<file path="src/rtl/csrx_pkg.sv">
package csrx_pkg;

    localparam logic [1:0] ADDR_CTRL = 2'd0;
    localparam logic [1:0] ADDR_STAT = 2'd1;
    localparam logic [1:0] ADDR_DATA = 2'd2;

    localparam int CTRL_EN_BIT     = 0;
    localparam int CTRL_MASTER_BIT = 1;
    localparam int CTRL_STOP_BIT   = 2;
    localparam int CTRL_SEL_LSB    = 4;

    localparam int STAT_FULL_BIT = 0;
    localparam int STAT_OVR_BIT  = 1;

    typedef struct packed {
        logic [3:0] clksel;
        logic       stop;
        logic       master;
        logic       enable;
    } ctrl_t;

endpackage

</file>
<file path="src/rtl/csrx_clkgen.sv">
module csrx_clkgen #(
    parameter int SEL_W = 4,
    parameter int CNT_W = 16
) (
    input  logic             clk,
    input  logic             rst_n,
    input  logic             run_i,
    input  logic [SEL_W-1:0] clksel_i,
    output logic             scl_o,
    output logic             rise_o
);

    typedef struct packed {
        logic             scl;
        logic             rise;
        logic [CNT_W-1:0] cnt;
    } gen_st_t;

    gen_st_t st_d, st_q;
    logic [CNT_W-1:0] half_m1;
    logic             phase_end;

    always_comb begin
        half_m1   = (CNT_W'(1) << clksel_i) - CNT_W'(1);
        phase_end = (st_q.cnt == half_m1);
        st_d      = st_q;
        st_d.rise = 1'b0;
        if (!run_i) begin
            st_d.scl = 1'b1;
            st_d.cnt = '0;
        end else if (phase_end) begin
            st_d.cnt  = '0;
            st_d.scl  = ~st_q.scl;
            st_d.rise = ~st_q.scl;
        end else begin
            st_d.cnt = st_q.cnt + CNT_W'(1);
        end
    end

    always_ff @(posedge clk or negedge rst_n) begin
        if (!rst_n) begin
            st_q <= '{scl: 1'b1, rise: 1'b0, cnt: '0};
        end else begin
            st_q <= st_d;
        end
    end

    assign scl_o  = st_q.scl;
    assign rise_o = st_q.rise;

    // the line never drops low while the generator is stopped
    assert_idle_high_R2: assert property (@(posedge clk) disable iff (!rst_n)
        !run_i |=> st_q.scl);

endmodule

</file>
<file path="src/rtl/csrx_sync.sv">
module csrx_sync #(
    parameter int STAGES = 2
) (
    input  logic clk,
    input  logic rst_n,
    input  logic scl_i,
    input  logic sda_i,
    output logic rise_o,
    output logic sda_o
);

    typedef struct packed {
        logic [STAGES:0]   scl;
        logic [STAGES-1:0] sda;
    } sync_st_t;

    sync_st_t st_d, st_q;

    always_comb begin
        st_d = st_q;
        st_d.scl[0] = scl_i;
        st_d.sda[0] = sda_i;
        for (int i = 1; i <= STAGES; i++) begin
            st_d.scl[i] = st_q.scl[i-1];
        end
        for (int i = 1; i < STAGES; i++) begin
            st_d.sda[i] = st_q.sda[i-1];
        end
    end

    always_ff @(posedge clk or negedge rst_n) begin
        if (!rst_n) begin
            st_q <= '{scl: '1, sda: '1};
        end else begin
            st_q <= st_d;
        end
    end

    assign rise_o = st_q.scl[STAGES-1] & ~st_q.scl[STAGES];
    assign sda_o  = st_q.sda[STAGES-1];

endmodule

</file>
<file path="src/rtl/csrx_shifter.sv">
module csrx_shifter #(
    parameter int W = 8
) (
    input  logic         clk,
    input  logic         rst_n,
    input  logic         en_i,
    input  logic         rise_i,
    input  logic         bit_i,
    output logic         done_o,
    output logic [W-1:0] byte_o
);

    localparam int CNT_W = $clog2(W);

    typedef struct packed {
        logic [CNT_W-1:0] cnt;
        logic [W-1:0]     sh;
    } shf_st_t;

    shf_st_t st_d, st_q;

    assign done_o = en_i & rise_i & (st_q.cnt == CNT_W'(W-1));
    assign byte_o = {bit_i, st_q.sh[W-1:1]};

    always_comb begin
        st_d = st_q;
        if (!en_i) begin
            st_d.cnt = '0;
            st_d.sh  = '0;
        end else if (rise_i) begin
            st_d.sh  = {bit_i, st_q.sh[W-1:1]};
            st_d.cnt = done_o ? '0 : st_q.cnt + CNT_W'(1);
        end
    end

    always_ff @(posedge clk or negedge rst_n) begin
        if (!rst_n) begin
            st_q <= '0;
        end else begin
            st_q <= st_d;
        end
    end

    // disabling wipes the bit position
    assert_disable_clears_R10: assert property (@(posedge clk) disable iff (!rst_n)
        !en_i |=> (st_q.cnt == '0));

endmodule

</file>
<file path="src/rtl/csrx_top.sv">
module csrx_top
    import csrx_pkg::*;
#(
    parameter int DATA_W      = 8,
    parameter int SYNC_STAGES = 2
) (
    input  logic              clk,
    input  logic              rst_n,
    input  logic              wr_en,
    input  logic              rd_en,
    input  logic [1:0]        addr,
    input  logic [DATA_W-1:0] wdata,
    output logic [DATA_W-1:0] rdata,
    input  logic              scl_i,
    output logic              scl_o,
    output logic              scl_oe,
    input  logic              sda_i
);

    localparam int SEL_W = 4;
    localparam int CNT_W = 1 << SEL_W;

    typedef struct packed {
        ctrl_t             ctrl;
        logic              full;
        logic              ovr;
        logic              parked;
        logic [DATA_W-1:0] data;
    } top_st_t;

    top_st_t st_d, st_q;

    logic              gen_rise, gen_scl, run;
    logic              sync_rise, sync_sda;
    logic              shf_rise, shf_bit, byte_done;
    logic [DATA_W-1:0] byte_val;
    logic              data_rd;

    csrx_clkgen #(.SEL_W(SEL_W), .CNT_W(CNT_W)) u_clkgen (
        .clk      (clk),
        .rst_n    (rst_n),
        .run_i    (run),
        .clksel_i (st_q.ctrl.clksel),
        .scl_o    (gen_scl),
        .rise_o   (gen_rise)
    );

    csrx_sync #(.STAGES(SYNC_STAGES)) u_sync (
        .clk    (clk),
        .rst_n  (rst_n),
        .scl_i  (scl_i),
        .sda_i  (sda_i),
        .rise_o (sync_rise),
        .sda_o  (sync_sda)
    );

    assign shf_rise = st_q.ctrl.master ? gen_rise : sync_rise;
    assign shf_bit  = st_q.ctrl.master ? sda_i    : sync_sda;

    csrx_shifter #(.W(DATA_W)) u_shifter (
        .clk    (clk),
        .rst_n  (rst_n),
        .en_i   (st_q.ctrl.enable),
        .rise_i (shf_rise),
        .bit_i  (shf_bit),
        .done_o (byte_done),
        .byte_o (byte_val)
    );

    assign data_rd = rd_en && (addr == ADDR_DATA);
    assign run     = st_q.ctrl.enable && st_q.ctrl.master && !st_q.parked
                     && !(byte_done && st_q.ctrl.stop);

    always_comb begin
        st_d = st_q;
        if (wr_en && addr == ADDR_CTRL) begin
            st_d.ctrl.enable = wdata[CTRL_EN_BIT];
            st_d.ctrl.master = wdata[CTRL_MASTER_BIT];
            st_d.ctrl.stop   = wdata[CTRL_STOP_BIT];
            st_d.ctrl.clksel = wdata[CTRL_SEL_LSB +: SEL_W];
        end
        if (wr_en && addr == ADDR_STAT && !wdata[STAT_OVR_BIT]) begin
            st_d.ovr = 1'b0;
        end
        if (data_rd) begin
            st_d.full = 1'b0;
        end
        if (byte_done) begin
            if (st_q.full && !data_rd) begin
                st_d.ovr = 1'b1;
            end else begin
                st_d.data = byte_val;
                st_d.full = 1'b1;
            end
            if (st_q.ctrl.master && st_q.ctrl.stop) begin
                st_d.parked = 1'b1;
            end
        end
        if (!st_d.ctrl.enable || !st_d.ctrl.stop) begin
            st_d.parked = 1'b0;
        end
    end

    always_ff @(posedge clk or negedge rst_n) begin
        if (!rst_n) begin
            st_q <= '0;
        end else begin
            st_q <= st_d;
        end
    end

    always_comb begin
        rdata = '0;
        case (addr)
            ADDR_CTRL: begin
                rdata[CTRL_EN_BIT]              = st_q.ctrl.enable;
                rdata[CTRL_MASTER_BIT]          = st_q.ctrl.master;
                rdata[CTRL_STOP_BIT]            = st_q.ctrl.stop;
                rdata[CTRL_SEL_LSB +: SEL_W]    = st_q.ctrl.clksel;
            end
            ADDR_STAT: begin
                rdata[STAT_FULL_BIT] = st_q.full;
                rdata[STAT_OVR_BIT]  = st_q.ovr;
            end
            ADDR_DATA: rdata = st_q.data;
            default:   rdata = '0;
        endcase
    end

    assign scl_o  = gen_scl;
    assign scl_oe = st_q.ctrl.enable & st_q.ctrl.master;

    // a dropped byte leaves the held byte alone and flags overrun
    assert_ovr_keeps_data_R6: assert property (@(posedge clk) disable iff (!rst_n)
        (byte_done && st_q.full && !data_rd) |=> ($stable(st_q.data) && st_q.ovr));

    // receive-full only rises on a completed byte
    assert_full_source_R5: assert property (@(posedge clk) disable iff (!rst_n)
        $rose(st_q.full) |-> $past(byte_done));

    // a data read with no byte completing empties the register
    assert_read_clears_R5: assert property (@(posedge clk) disable iff (!rst_n)
        (data_rd && !byte_done) |=> !st_q.full);

    // once parked, the clock output is held high
    assert_parked_high_R8: assert property (@(posedge clk) disable iff (!rst_n)
        st_q.parked |-> gen_scl);

endmodule

</file>
<file path="config.mk">
export PLATFORM = sky130hd
export DESIGN_NAME = csrx_top
export DESIGN_NICKNAME = d
export VERILOG_FILES = /design/src/rtl/csrx_pkg.sv /design/src/rtl/csrx_clkgen.sv /design/src/rtl/csrx_sync.sv /design/src/rtl/csrx_shifter.sv /design/src/rtl/csrx_top.sv
export SDC_FILE = /design/constraint.sdc
export NUM_CORES = 1
export LEC_CHECK = 0
export BUFFER_PORTS_ARGS = -buffer_cell sky130_fd_sc_hd__buf_2
export CAP_MARGIN = 15
export CELL_PAD_IN_SITES_DETAIL_PLACEMENT = 0
export CELL_PAD_IN_SITES_GLOBAL_PLACEMENT = 1
export CORE_MARGIN = 2
export CORE_UTILIZATION = 31
export DETAILED_ROUTE_END_ITERATION = 16
export PLACE_DENSITY_LB_ADDON = 0.1
export SYNTH_ARGS = -nofsm -noshare
export SYNTH_HDL_FRONTEND = slang
export SYNTH_SLANG_ARGS = --single-unit
</file>
<file path="constraint.sdc">
create_clock -name clk -period 3.8 [get_ports clk]
set_clock_uncertainty 0.05 [all_clocks]
set_input_delay 0.19 -clock clk [delete_from_list [all_inputs] [get_ports clk]]
set_output_delay 0.19 -clock clk [all_outputs]
set_load 0.03 [all_outputs]
</file>
# ---- Yosys cells after proc, flatten, opt, wreduce, memory -nomap -nowiden
# Index checks and enable logic that the tools add are counted.
dict set report op_classes {
  addsub 3
  eq_ne 6
  shift 1
  mux 23
  bitwise 7
  reduce_logical 22
}
# operator n
set op_table {}
lappend op_table {{11-bit 2-to-1 mux} 3}
lappend op_table {{16-bit 2-to-1 mux} 2}
lappend op_table {{16-bit by 1-bit adder with 16-bit output, second input constant} 1}
lappend op_table {{16-bit equality test} 1}
lappend op_table {{1-bit by 4-bit left shift with 16-bit output, first input constant} 1}
lappend op_table {{16-bit by 2-bit subtractor with 16-bit output, second input constant} 1}
lappend op_table {{1-bit 2-to-1 mux} 11}
lappend op_table {{1-bit logical AND} 10}
lappend op_table {{8-bit 2-to-1 mux} 1}
lappend op_table {{4-bit case mux with 2 select lines} 1}
lappend op_table {{1-bit zero test} 6}
lappend op_table {{3-bit 2-to-1 mux} 2}
lappend op_table {{2-bit case mux with 3 select lines} 1}
lappend op_table {{1-bit bitwise AND} 4}
lappend op_table {{2-bit AND reduction} 2}
lappend op_table {{2-bit nonzero test} 2}
lappend op_table {{3-bit by 1-bit adder with 3-bit output, second input constant} 1}
lappend op_table {{3-bit equality test, second input constant} 1}
lappend op_table {{1-bit inverter} 3}
lappend op_table {{2-bit by 1-bit equality test with 1-bit output, second input constant} 1}
lappend op_table {{2-bit equality test, second input constant} 1}
lappend op_table {{2-bit zero test} 1}
lappend op_table {{2-bit 2-to-1 mux} 1}
lappend op_table {{2-bit by 1-bit inequality test with 1-bit output, second input constant} 1}
lappend op_table {{other kinds (3)} 3}
dict set report word_totals {
  reg_bits 52
  inputBits 16
  output_inout_bits 10
}

# ---- Longest topological paths before layout
# Gate-level depths: netlist (run 1).
dict set report depth {
  ltp_word 9
  ltp_mapped 14
  depth_no_buf 10
}

# ---- By module
# Synthesis (run 1) repeated with hierarchy kept, for this count alone.
dict set report unflattened {
  cells_unflattened 293
  hier_area_um2 3026.7
}
# module n_inst cells_per_inst area_each_um2 seq_area_each_um2
set by_module_without_submodules {}
lappend by_module_without_submodules {csrx_clkgen 1 172 1457.6 451.7}
lappend by_module_without_submodules {csrx_top 1 70 890.9 450.4}
lappend by_module_without_submodules {csrx_shifter 1 45 533.0 250.2}
lappend by_module_without_submodules {csrx_sync 1 6 145.1 131.4}

# ---- Worst setup path before layout (run 1)
# OpenSTA, ideal clock, no wires.
dict set report synth_path {
  kind {reg2reg}
  startpoint {register st_q[16] (netlist name)}
  endpoint {register u_clkgen.st_q[10] (netlist name)}
  setup_time_ns 0.136
  arrival_ns 2.935
  t_required_ns 3.614
  setup_slack_ns 0.678
  stages_incl_launch_ff 13
  n_path_buf 3
  period_less_slack_ns 3.122
  cell_sequence {dfrtp_1 buf_4 or3_1 or2_1 ha_1 buf_2 xnor2_1 a211oi_1 nand4_1 or4_4 nor2_2 buf_4 nor3_1}
}
# item line
set synth_lines {}
lappend synth_lines {{from (decl)} csrx_top.sv:31} ;# top_st_t st_d, st_q;
lappend synth_lines {{from (signal assigned)} csrx_top.sv:108} ;# st_q <= st_d;
lappend synth_lines {{to (signal assigned)} csrx_clkgen.sv:42} ;# st_q <= '{scl: 1'b1, rise: 1'b0, cnt: '0};
lappend synth_lines {{to (signal assigned)} csrx_clkgen.sv:44} ;# st_q <= st_d;
lappend synth_lines {{to (decl)} csrx_clkgen.sv:19} ;# gen_st_t st_d, st_q;

# ---- Worst setup path after layout (run 1)
dict set report layout_path {
  startpoint {register st_q[14] (netlist name)}
  endpoint {register u_clkgen.st_q, in the netlist u_clkgen.scl_o}
}
dict set report layout_between {
  elab_chain_cells 4
}
# item line
set layout_lines {}
lappend layout_lines {{1-bit by 4-bit left shift with 16-bit output} csrx_clkgen.sv:24} ;# half_m1 = (CNT_W'(1) << clksel_i) - CNT_W'(1);
lappend layout_lines {{16-bit by 2-bit subtractor with 16-bit output} csrx_clkgen.sv:24}
lappend layout_lines {{16-bit equality test} csrx_clkgen.sv:25} ;# phase_end = (st_q.cnt == half_m1);
lappend layout_lines {{2-bit inequality test (no line)} n/a}
# No other way between the ends.
# A chain may end at the register's enable or synchronous reset.

==> results of run 1 <==
placed cells by master (no fill, tap or decap), types with 2 or more instances in the layout:
| cell type | instances |
|---|---|
| a21o_1 | 2 |
| a21oi_1 | 4 |
| a22o_1 | 9 |
| a22oi_1 | 2 |
| and2_1 | 4 |
| buf_2 | 24 |
| buf_4 | 8 |
| clkbuf_8 | 6 |
| dfrtp_1 | 45 |
| dfstp_2 | 6 |
| dlygate4sd3_1 | 3 |
| ha_1 | 4 |
| inv_1 | 4 |
| mux2_2 | 16 |
| mux2i_1 | 8 |
| nand2_1 | 20 |
| nand3_1 | 14 |
| nand3b_1 | 2 |
| nand4_1 | 3 |
| nor2_1 | 15 |
| nor2b_1 | 3 |
| nor3_1 | 20 |
| nor3b_1 | 7 |
| nor4_1 | 2 |
| o21ai_0 | 11 |
| or3_1 | 2 |
| xnor2_1 | 11 |
| xor2_1 | 14 |
cells in the mapped netlist (2+ instances only):
cell      count  area [um^2]
a22oi_1       2        15.01
mux2_2       16        180.2
nand4_1       3        18.77
buf_2         3        15.01
mux2i_1       8        80.08
ha_1          4        50.05
nand3b_1      2        15.01
nor3_1       20        100.1
buf_4         3        22.52
nor2_1       15        56.30
nor4_1        2        12.51
nand3_1      14        70.07
and2_1        4        25.02
dfstp_2       6        157.7
xnor2_1      11        96.34
clkbuf_1      7        26.28
dfrtp_1      45         1126
nor3b_1       7        52.55
a22o_1        9        78.83
o21ai_0      11        55.05
buf_6         2        22.52
a21oi_1       4        20.02
nand2_1      20        75.07
or3_1         2        12.51
inv_1         4        15.01
a21o_1        2        15.01
nor2b_1       3        18.77
xor2_1       14        122.6
metrics by stage:
stage / hold WS [ns] / util [%] / power, mW / cell area (um^2) / std cells
after floorplan: -0.1556 / - / 0.8196 / 2715 / 262
after global placement: 0.2478 / 34.26 / 0.8929 / 2944 / 387
after detailed placement: 0.2462 / 34.26 / 0.8937 / 2944 / 387
after CTS: 0.05868 / 35.72 / 1.244 / 3069 / 398
after global routing: 0.05921 / 35.72 / 1.305 / 3069 / 398
final: 0.06794 / 35.72 / 1.221 / 3069 / 398
layer usage:
layer,up-vias,part of all wire [%],track usage [%]
met5,-,0,0
met4,0,1.1,3.526
met3,5,3.0,2.518
met2,30,42,18.57
met1,960,54,20.77
li1,998,-,-
state kept, by name, indices dropped and copies added, names as in the netlist:
register and flops:
u_clkgen.st_q 16, u_sync.sda_o 1, st_q 18, u_clkgen.scl_o 1, u_sync.st_d 3, u_sync.st_q 1
u_clkgen.rise_o 1, u_shifter.st_q 3, u_shifter.byte_o 7
power by group through the flow:
stage / Combinational (mW) / Clock, mW / Sequential [mW]
after floorplan: 0.225 / 0 / 0.595
after global placement: 0.290 / 0 / 0.603
after detailed placement: 0.290 / 0 / 0.603
after CTS: 0.293 / 0.357 / 0.593
after global routing: 0.326 / 0.380 / 0.598
final: 0.290 / 0.338 / 0.593
worst min-delay path by stage:
stage / start / end / slack, ns / depth (start not counted)
after global placement: scl_i / u_sync.st_d[3] / 0.25 / 1
after global routing: wdata[4] / st_q[14] / 0.06 / 2
after CTS: wdata[4] / st_q[14] / 0.06 / 2
after detailed placement: scl_i / u_sync.st_d[3] / 0.25 / 1
final: wdata[4] / st_q[14] / 0.07 / 2
after floorplan: rst_n / st_q[0] / -0.16 / 0
layout make-up:
type / instances / share of cell area, %
multi-input cells: 192 / 43.33
flip-flops and latches: 51 / 41.83
repair buffers: 35 / 6.849
well taps: 108 / 4.403
clock buffers: 7 / 2.813
inverters: 4 / 0.4892
clock inverters: 1 / 0.2854
critical path, stage by stage (launching register included):
cell     delay (ns)
dfrtp_1        0.39
or3_1          0.42
or2_1          0.24
ha_1           0.39
nor2_1         0.25
a22o_1         0.16
a22oi_1        0.10
xnor2_1        0.18
or4_1          0.62
or3_1          0.33
a21o_1         0.18
cells by family after synthesis:
family / count (synthesis) / synth area share [%]
AOI/OAI and AO/OA: 38 / 9.816
buffers and inverters: 19 / 3.732
muxes: 24 / 9.585
DFF: 51 / 47.28
adders and majority gates: 4 / 1.843
xor gates and xnor gates: 25 / 8.065
and+or+nand+nor: 101 / 19.68
==> impl_metrics.env, run 1 <==
export IMPL_htree_num_levels=2
export IMPL_seq_power_share_pct=48.6
export IMPL_r2r_end="u_clkgen.scl_o"
export IMPL_n_antenna_cell=0
export IMPL_clock_path_buffers=2
export IMPL_grt_antenna_before_repair=0
export IMPL_final_min_period_over_clock_period_pct=88.86
export IMPL_routedWlPerCell_um=14.70
export IMPL_total_area_of_multi_input_combinational_cells_um2=1330
export IMPL_critical_path_capture_point="u_clkgen.scl_o"
export IMPL_fin_ws_ns=0.4234
export IMPL_grtUsageTotal_pct=13.26
export IMPL_synth_enable_flop_cells=0
export IMPL_grt_remaining_overflow=0
export IMPL_clock_sink_count=51
export IMPL_count_of_buffers_added_by_post_cts_timing_repair_for_setup=0
export IMPL_route_antenna_remaining_nets=0
export IMPL_largest_net_degree_at_the_start_of_global_routing=52
export IMPL_place_gp_congestion=0.7087
export IMPL_final_fill_count=879
export IMPL_detail_route_wirelength_um=5851
export IMPL_combinational_fraction_of_design_power_pct=23.7
export IMPL_area_sequential_um2=1284
export IMPL_ioPinCount=26
export IMPL_reg2regPathDepth=10
export IMPL_power_density_cell_area_nw_per_um2=397.7
export IMPL_p_switching_mw=0.3858
export IMPL_timing_max_cap_violations=0
export IMPL_ys_ff_latch=51
export IMPL_timing_slew_headroom_pct=50.27
export IMPL_post_cts_resized=0
export IMPL_ff_to_ff_setup_slack_ns=0.42
export IMPL_worst_endpoint_required_ns=3.99
export IMPL_worstSetupStartpointType="flop"
export IMPL_avgViaCountPerCell=5.008
export IMPL_drive_gt1_share_pct=22.41
export IMPL_final_routed_drc_violation_total=0
export IMPL_synth_main_ff_cell="dfrtp_1"
export IMPL_nNetsFinal=309
export IMPL_timing_hold_worst_class="in -> reg"
export IMPL_tightest_slew_ns=0.7436
export IMPL_first_pass_grt_wire_length_um=10150
export IMPL_fin_setup_tns_ns=0
export IMPL_synth_nets=282
export IMPL_die_area_um2=9523
export IMPL_timing_hold_violations_final=0
export IMPL_final_max_slew_viol_count=0
export IMPL_critical_path_max_fanout=15
export IMPL_dp_final_hpwl_um=4146
export IMPL_result_of_the_run="finished, final reports clean"
export IMPL_start_util_pct=31.60
export IMPL_clock_root_buffer="clkbuf_8"
export IMPL_synthesis_yosys_warnings=0
export IMPL_hold_buffers=3
export IMPL_synthesis_area_um2=2715
export IMPL_synthArstFlopShare_pct=100.0
export IMPL_final_critical_period_ns=3.377
export IMPL_clock_tree_from_tritoncts="built"
export IMPL_setup_viol=0
export IMPL_fmax_ghz=0.2962
export IMPL_floorplan_rows=34
export IMPL_drt_iter0_drc=55
export IMPL_syn_instance_count=262
export IMPL_coreArea_um2=8593
export IMPL_cts_clk_slew_worst_paths_ns=0.09
export IMPL_place_ws_ns=0.4401
export IMPL_ys_types=47
export IMPL_number_of_global_route_vias_before_repair=1928
export IMPL_port_buffer_count=24
export IMPL_area_growth_synth_to_final_pct=13.04
export IMPL_worstSetupEndpointType="flop"
export IMPL_setup_worst_path_start="st_q[14]"
export IMPL_cp_data_arrival_time_ns=3.56
export IMPL_critical_path_class="reg -> reg"
export IMPL_clk_latency_ns=0.30
export IMPL_dr_total_vias=1993
export IMPL_power_static_leakage_nw=1.328
export IMPL_power_switching_share_pct=31.61
export IMPL_die_w_um=97.59
export IMPL_total_cts_buffers=5
export IMPL_power_clock_fraction_pct=27.7
export IMPL_rsz0062_at_grt="no"
export IMPL_ys_seq_area_share_pct=47.28
export IMPL_syn_mean_instance_area_um2=10.36
export IMPL_crit_reg2reg_launch="st_q[14]"
export IMPL_cellInternalPower_mw=0.8347
export IMPL_vdd_ir_drop_max_uv=169.0
export IMPL_detailed_router_iteration_count_before_antenna_repair=4
export IMPL_fp_dieH_um=97.59
Note: power is estimated with default switching activity, not from simulation.
==> inputs of run 2 (changes only) <==
- CORE_UTILIZATION: 31 -> 40
==> run 2 against run 1 <==
Final cell count decreased by 7.0%; worst setup slack improved by 0.043 ns; sequential share of layout area increased by 0.12 points; count of clock-buffer cells in the layout decreased by 1; sequential cell count unchanged; global-route usage increased by 3.4 points; combinational power decreased by 3%; largest power group unchanged; hold slack got worse by 0.017 ns.
==> impl_metrics.env, run 2 (synthesized netlist as in run 1, its figures left out) <==
export IMPL_result_of_the_run="finished, final reports clean"
export IMPL_rsz0062_at_grt="no"
export IMPL_worst_endpoint_required_ns=4.00
export IMPL_area_growth_synth_to_final_pct=12.72
export IMPL_cp_data_arrival_time_ns=3.53
export IMPL_largest_reg_flops=18
export IMPL_final_min_period_over_clock_period_pct=87.74
export IMPL_clock_root_buffer="clkbuf_8"
export IMPL_library_cell_appearing_most_often_on_the_critical_path="or3_1"
export IMPL_detail_route_wirelength_um=5594
export IMPL_grt_remaining_overflow=0
export IMPL_setup_viol=0
export IMPL_master_of_the_slowest_instance_on_the_critical_path="or4_4"
export IMPL_worstSetupEndpointType="flop"
export IMPL_drive_gt1_share_pct=22.76
export IMPL_fmax_ghz=0.2999
export IMPL_setup_worst_path_start="st_q[14]"
export IMPL_clock_path_buffers=2
export IMPL_cp_cell_sequence="or3_1, or2_1, ha_1, or4b_4, o31a_1, a2bb2oi_1, nand4_1, or4_4, or3_1, a21o_1"
export IMPL_mostFrequentLayoutCell="dfrtp_1"
export IMPL_detailed_router_iteration_count_before_antenna_repair=4
export IMPL_largest_net_degree_at_the_start_of_global_routing=52
export IMPL_critical_path_class="reg -> reg"
export IMPL_hold_buffers=3
export IMPL_post_cts_resized=0
export IMPL_ioPinCount=26
export IMPL_r2r_end="u_clkgen.scl_o"
export IMPL_stdcell_area_um2=3060
export IMPL_cp_slowest_stage_delay_ns=0.58
export IMPL_total_cts_buffers=5
export IMPL_htree_num_levels=2
export IMPL_register_containing_the_most_flip_flops_in_the_final_layout="st_q"
export IMPL_reg2regPathDepth=10
export IMPL_worstSetupStartpointType="flop"
export IMPL_clock_sink_count=51
export IMPL_count_of_buffers_added_by_post_cts_timing_repair_for_setup=0
export IMPL_dr_total_vias=1979
export IMPL_vdd_ir_drop_max_uv=165.9
export IMPL_power_density_cell_area_nw_per_um2=422.3
export IMPL_critPathTopFamily="simple AND/OR/NAND/NOR gates"
export IMPL_tightest_slew_ns=0.7542
export IMPL_place_gp_congestion=0.7803
export IMPL_total_power_mw=1.292
export IMPL_number_of_global_route_vias_before_repair=1893
export IMPL_dp_final_hpwl_um=3902
export IMPL_ff_to_ff_setup_slack_ns=0.47
export IMPL_die_w_um=86.39
export IMPL_dpl_cell_count=359
export IMPL_coreArea_um2=6681
export IMPL_routedWlPerCell_um=15.12
export IMPL_final_cells=370
export IMPL_clock_tree_from_tritoncts="built"
export IMPL_timing_hold_worst_class="in -> reg"
export IMPL_floorplan_rows=30
export IMPL_cts_clk_slew_worst_paths_ns=0.10
export IMPL_timing_max_cap_violations=0
export IMPL_power_static_leakage_nw=1.341
export IMPL_fin_setup_tns_ns=0
export IMPL_n_antenna_cell=0
export IMPL_port_buffer_count=24
export IMPL_clk_latency_ns=0.31
export IMPL_avgViaCountPerCell=5.349
export IMPL_final_routed_drc_violation_total=0
export IMPL_nNetsFinal=309
export IMPL_hold_path_startpoint="wdata[7]"
export IMPL_grtUsageTotal_pct=16.66
export IMPL_grt_antenna_before_repair=0
export IMPL_cp_buffers_inverters=0
export IMPL_die_area_um2=7462
export IMPL_timing_slew_headroom_pct=49.57
export IMPL_crit_reg2reg_launch="st_q[14]"
export IMPL_drt_iter0_drc=92
export IMPL_worst_hold_path_num_cells=2
export IMPL_first_pass_grt_wire_length_um=9680
export IMPL_critical_path_max_fanout=15
export IMPL_most_used_cells_in_the_layout_excluding_fill_and_tap_cells="dfrtp_1 (45), buf_2 (24), nand2_1 (20), nor3_1 (20), mux2_2 (16)"
export IMPL_placedInstanceArea_um2=2909
export IMPL_start_util_pct=40.64
export IMPL_worst_hold_path_endpoint="st_q[17]"
export IMPL_fp_dieH_um=86.39
export IMPL_route_antenna_remaining_nets=0
export IMPL_final_critical_period_ns=3.334
export IMPL_timing_hold_violations_final=0
export IMPL_final_max_slew_viol_count=0
## run 2: worst reg2reg max path: cells and delay by family, from the launching register on
kind,cells,cell delay [ns]
compound gates,3,0.48
fa+ha+maj,1,0.38
flops,1,0.39
simple gates,6,1.98
## run 2: final cells by class
type	instances	area, um^2
fill	677	3621
timing repair buffer	35	210.2
clock inverter	2	38.79
clock buffer	6	82.58
sequential	51	1284
multi-input combinational	192	1330
tap	80	100.1
inverter	4	15.01
## run 2: how the worst max path moves through the flow
stage | endpoint | cells after the start
2_1_floorplan | u_clkgen.st_q[10] | 12
4_1_cts | u_clkgen.scl_o | 10
3_3_place_gp | u_clkgen.scl_o | 10
5_1_grt | u_clkgen.st_q[13] | 11
3_5_place_dp | u_clkgen.scl_o | 10
6_report | u_clkgen.scl_o | 10
## run 2: stage by stage
step           setup WS, ns  hold slack, ns  util (%)
2_1_floorplan        0.6785         -0.1556         -
3_3_place_gp         0.4592          0.2474     43.54
3_5_place_dp         0.4753          0.2510     43.54
4_1_cts              0.4401         0.04407     45.81
5_1_grt              0.2792         0.04668     45.81
6_report             0.4660         0.05111     45.81
## run 2: where the power goes
group          switching (mW)  internal, mW
logic                   0.166         0.116
registers              0.0293         0.568
clock network           0.197         0.217
total                   0.392         0.900
## run 2: layer usage
layer	share of wire (%)	up-vias	routed length, um	track usage [%]
li1	-	995	-	-
met1	53	941	2941	25.61
met2	42	38	2375	23.43
met3	3.5	5	198	3.238
met4	1.4	0	78	5.540
met5	0	-	0	0
==> inputs of run 3 (changes only) <==
- CORE_MARGIN: 2 -> not set
- RECOVER_POWER: not set -> 100
==> run 3 against run 2 <==
The flow now finishes with violations (DRC, capacitance limit, slew limit); critical path depth unchanged; final area decreased by 1.5%; highest routed layer unchanged; first-iteration DRC count increased by 15%.
==> impl_metrics.env, run 3 (synthesized netlist as in run 1, its figures left out) <==
export IMPL_result_of_the_run="complete, but fails checks"
export IMPL_failing_checks="DRC, capacitance limit, slew limit"
export IMPL_area_growth_synth_to_final_pct=11.06
export IMPL_ioPinCount=26
export IMPL_start_util_pct=42.04
export IMPL_dpl_cell_count=356
export IMPL_final_fill_count=621
export IMPL_cts_clk_slew_worst_paths_ns=0.09
export IMPL_port_buffer_count=24
export IMPL_worst_hold_path_num_cells=2
export IMPL_clock_root_buffer="clkbuf_8"
export IMPL_timing_hold_violations_final=0
export IMPL_power_static_leakage_nw=1.283
export IMPL_first_pass_grt_wire_length_um=9632
export IMPL_fmax_ghz=0.2930
export IMPL_drt_iter0_drc=106
export IMPL_route_antenna_remaining_nets=0
export IMPL_register_containing_the_most_flip_flops_in_the_final_layout="st_q"
export IMPL_worstSetupEndpointType="flop"
export IMPL_htree_num_levels=2
export IMPL_timing_max_cap_violations=1
export IMPL_critical_path_class="reg -> reg"
export IMPL_rsz0062_at_grt="no"
export IMPL_power_density_cell_area_nw_per_um2=415.8
export IMPL_count_of_buffers_added_by_post_cts_timing_repair_for_setup=0
export IMPL_worstSetupStartpointType="flop"
export IMPL_coreArea_um2=6459
export IMPL_routedWlPerCell_um=15.26
export IMPL_total_area_of_multi_input_combinational_cells_um2=1326
export IMPL_fp_dieH_um=84.39
export IMPL_worst_endpoint_required_ns=3.99
export IMPL_critical_path_max_fanout=15
export IMPL_mostFrequentLayoutCell="dfrtp_1"
export IMPL_detail_route_wirelength_um=5602
export IMPL_avgViaCountPerCell=5.319
export IMPL_clock_tree_from_tritoncts="built"
export IMPL_final_max_slew_viol_count=52
export IMPL_grtUsageTotal_pct=17.42
export IMPL_clock_sink_count=51
export IMPL_grt_remaining_overflow=0
export IMPL_grt_antenna_before_repair=0
export IMPL_detailed_router_iteration_count_before_antenna_repair=10
export IMPL_die_w_um=84.39
export IMPL_vdd_ir_drop_max_uv=194.1
export IMPL_nNetsFinal=309
export IMPL_place_gp_congestion=0.7485
export IMPL_clock_path_buffers=2
export IMPL_most_used_cells_in_the_layout_excluding_fill_and_tap_cells="dfrtp_1 (45), nand2_1 (20), nor3_1 (20), nor2_1 (15), clkbuf_1 (15)"
export IMPL_place_ws_ns=0.4831
export IMPL_timing_slew_headroom_pct=-81.95
export IMPL_floorplan_rows=29
export IMPL_dr_total_vias=1952
export IMPL_placedInstanceArea_um2=2905
export IMPL_final_routed_drc_violation_total=8
export IMPL_dp_final_hpwl_um=3896
export IMPL_n_antenna_cell=0
export IMPL_cp_data_arrival_time_ns=3.60
export IMPL_die_area_um2=7121
export IMPL_reg2regPathDepth=10
export IMPL_final_cells=367
export IMPL_timing_hold_worst_class="in -> reg"
export IMPL_fin_setup_tns_ns=0
export IMPL_clk_latency_ns=0.31
export IMPL_total_power_mw=1.254
export IMPL_area_sequential_um2=1284
export IMPL_drive_gt1_share_pct=16.21
export IMPL_fin_ws_ns=0.3871
export IMPL_final_critical_period_ns=3.413
export IMPL_tightest_slew_ns=2.729
export IMPL_largest_reg_flops=18
export IMPL_number_of_global_route_vias_before_repair=1895
export IMPL_stdcell_area_um2=3015
export IMPL_setup_viol=0
export IMPL_largest_net_degree_at_the_start_of_global_routing=52
export IMPL_total_cts_buffers=5
export IMPL_final_min_period_over_clock_period_pct=89.81
==> run 3: changes by cell type in the layout (fill, tap and decap cells not counted), sizes merged <==
| cell | change |
|---|---|
| buf | -14 |
| clkbuf | +14 |
==> run 3: report_power, final <==
group          internal [mW]  switching (mW)
logic                  0.109           0.166
clock network          0.199           0.184
registers              0.567          0.0283
==> run 3: path summary, 6_finish.rpt <==
check / from / slack (ns) / end
worst min-delay path: wdata[5] / 0.06 / st_q[15]
max in group asynchronous: rst_n / 0.83 / u_shifter.byte_o[5]
worst min register to register: u_sync.st_d[1] / 0.31 / u_sync.sda_o
worst max register to register: st_q[14] / 0.39 / u_clkgen.scl_o
min in group asynchronous: rst_n / 1.31 / u_clkgen.st_q[5]
worst max-delay path: st_q[14] / 0.39 / u_clkgen.scl_o
==> run 3: worst max-delay path: stages, from the launching register on <==
cell and delay [ns]:
dfrtp_1 0.39, or3_1 0.42, or2_0 0.24, ha_1 0.39, nor2_1 0.24, a22oi_1 0.09, o21ai_0 0.24, xor2_1 0.09
or4_1 0.63, or3_1 0.38, a21o_1 0.18
==> run 3: per-stage QoR <==
stage	hold slack [ns]	utilization (%)
after detailed placement	0.2462	44.98
after global routing	0.05492	46.69
final	0.06476	46.69
after global placement	0.2460	44.98
after floorplan	-0.1556	-
after CTS	0.05552	47.17
==> run 3: cell type report <==
cell class,count,area share [%]
Clock buffer,6,2.407
Clock inverter,2,1.286
Inverter,4,0.4979
Multi-Input combinational cell,192,43.98
Sequential cell,51,42.57
Tap cell,77,3.195
Timing Repair Buffer,35,6.058
==> run 3: timing repair <==
action / CTS / global route
setup endpoints to repair: 0 / 0
hold buffers: 3 / 0
endpoints found under the hold margin: 47 / 0
gates resized for setup: 0 / 0
==> run 3: per-layer routing <==
metal | vias up | track usage [%] | part of all wire [%]
met3 | 5 | 4.130 | 3.3
met1 | 926 | 26.62 | 55
met5 | - | 0 | 0
met4 | 0 | 4.622 | 1.1
met2 | 28 | 24.66 | 41
li1 | 993 | - | -
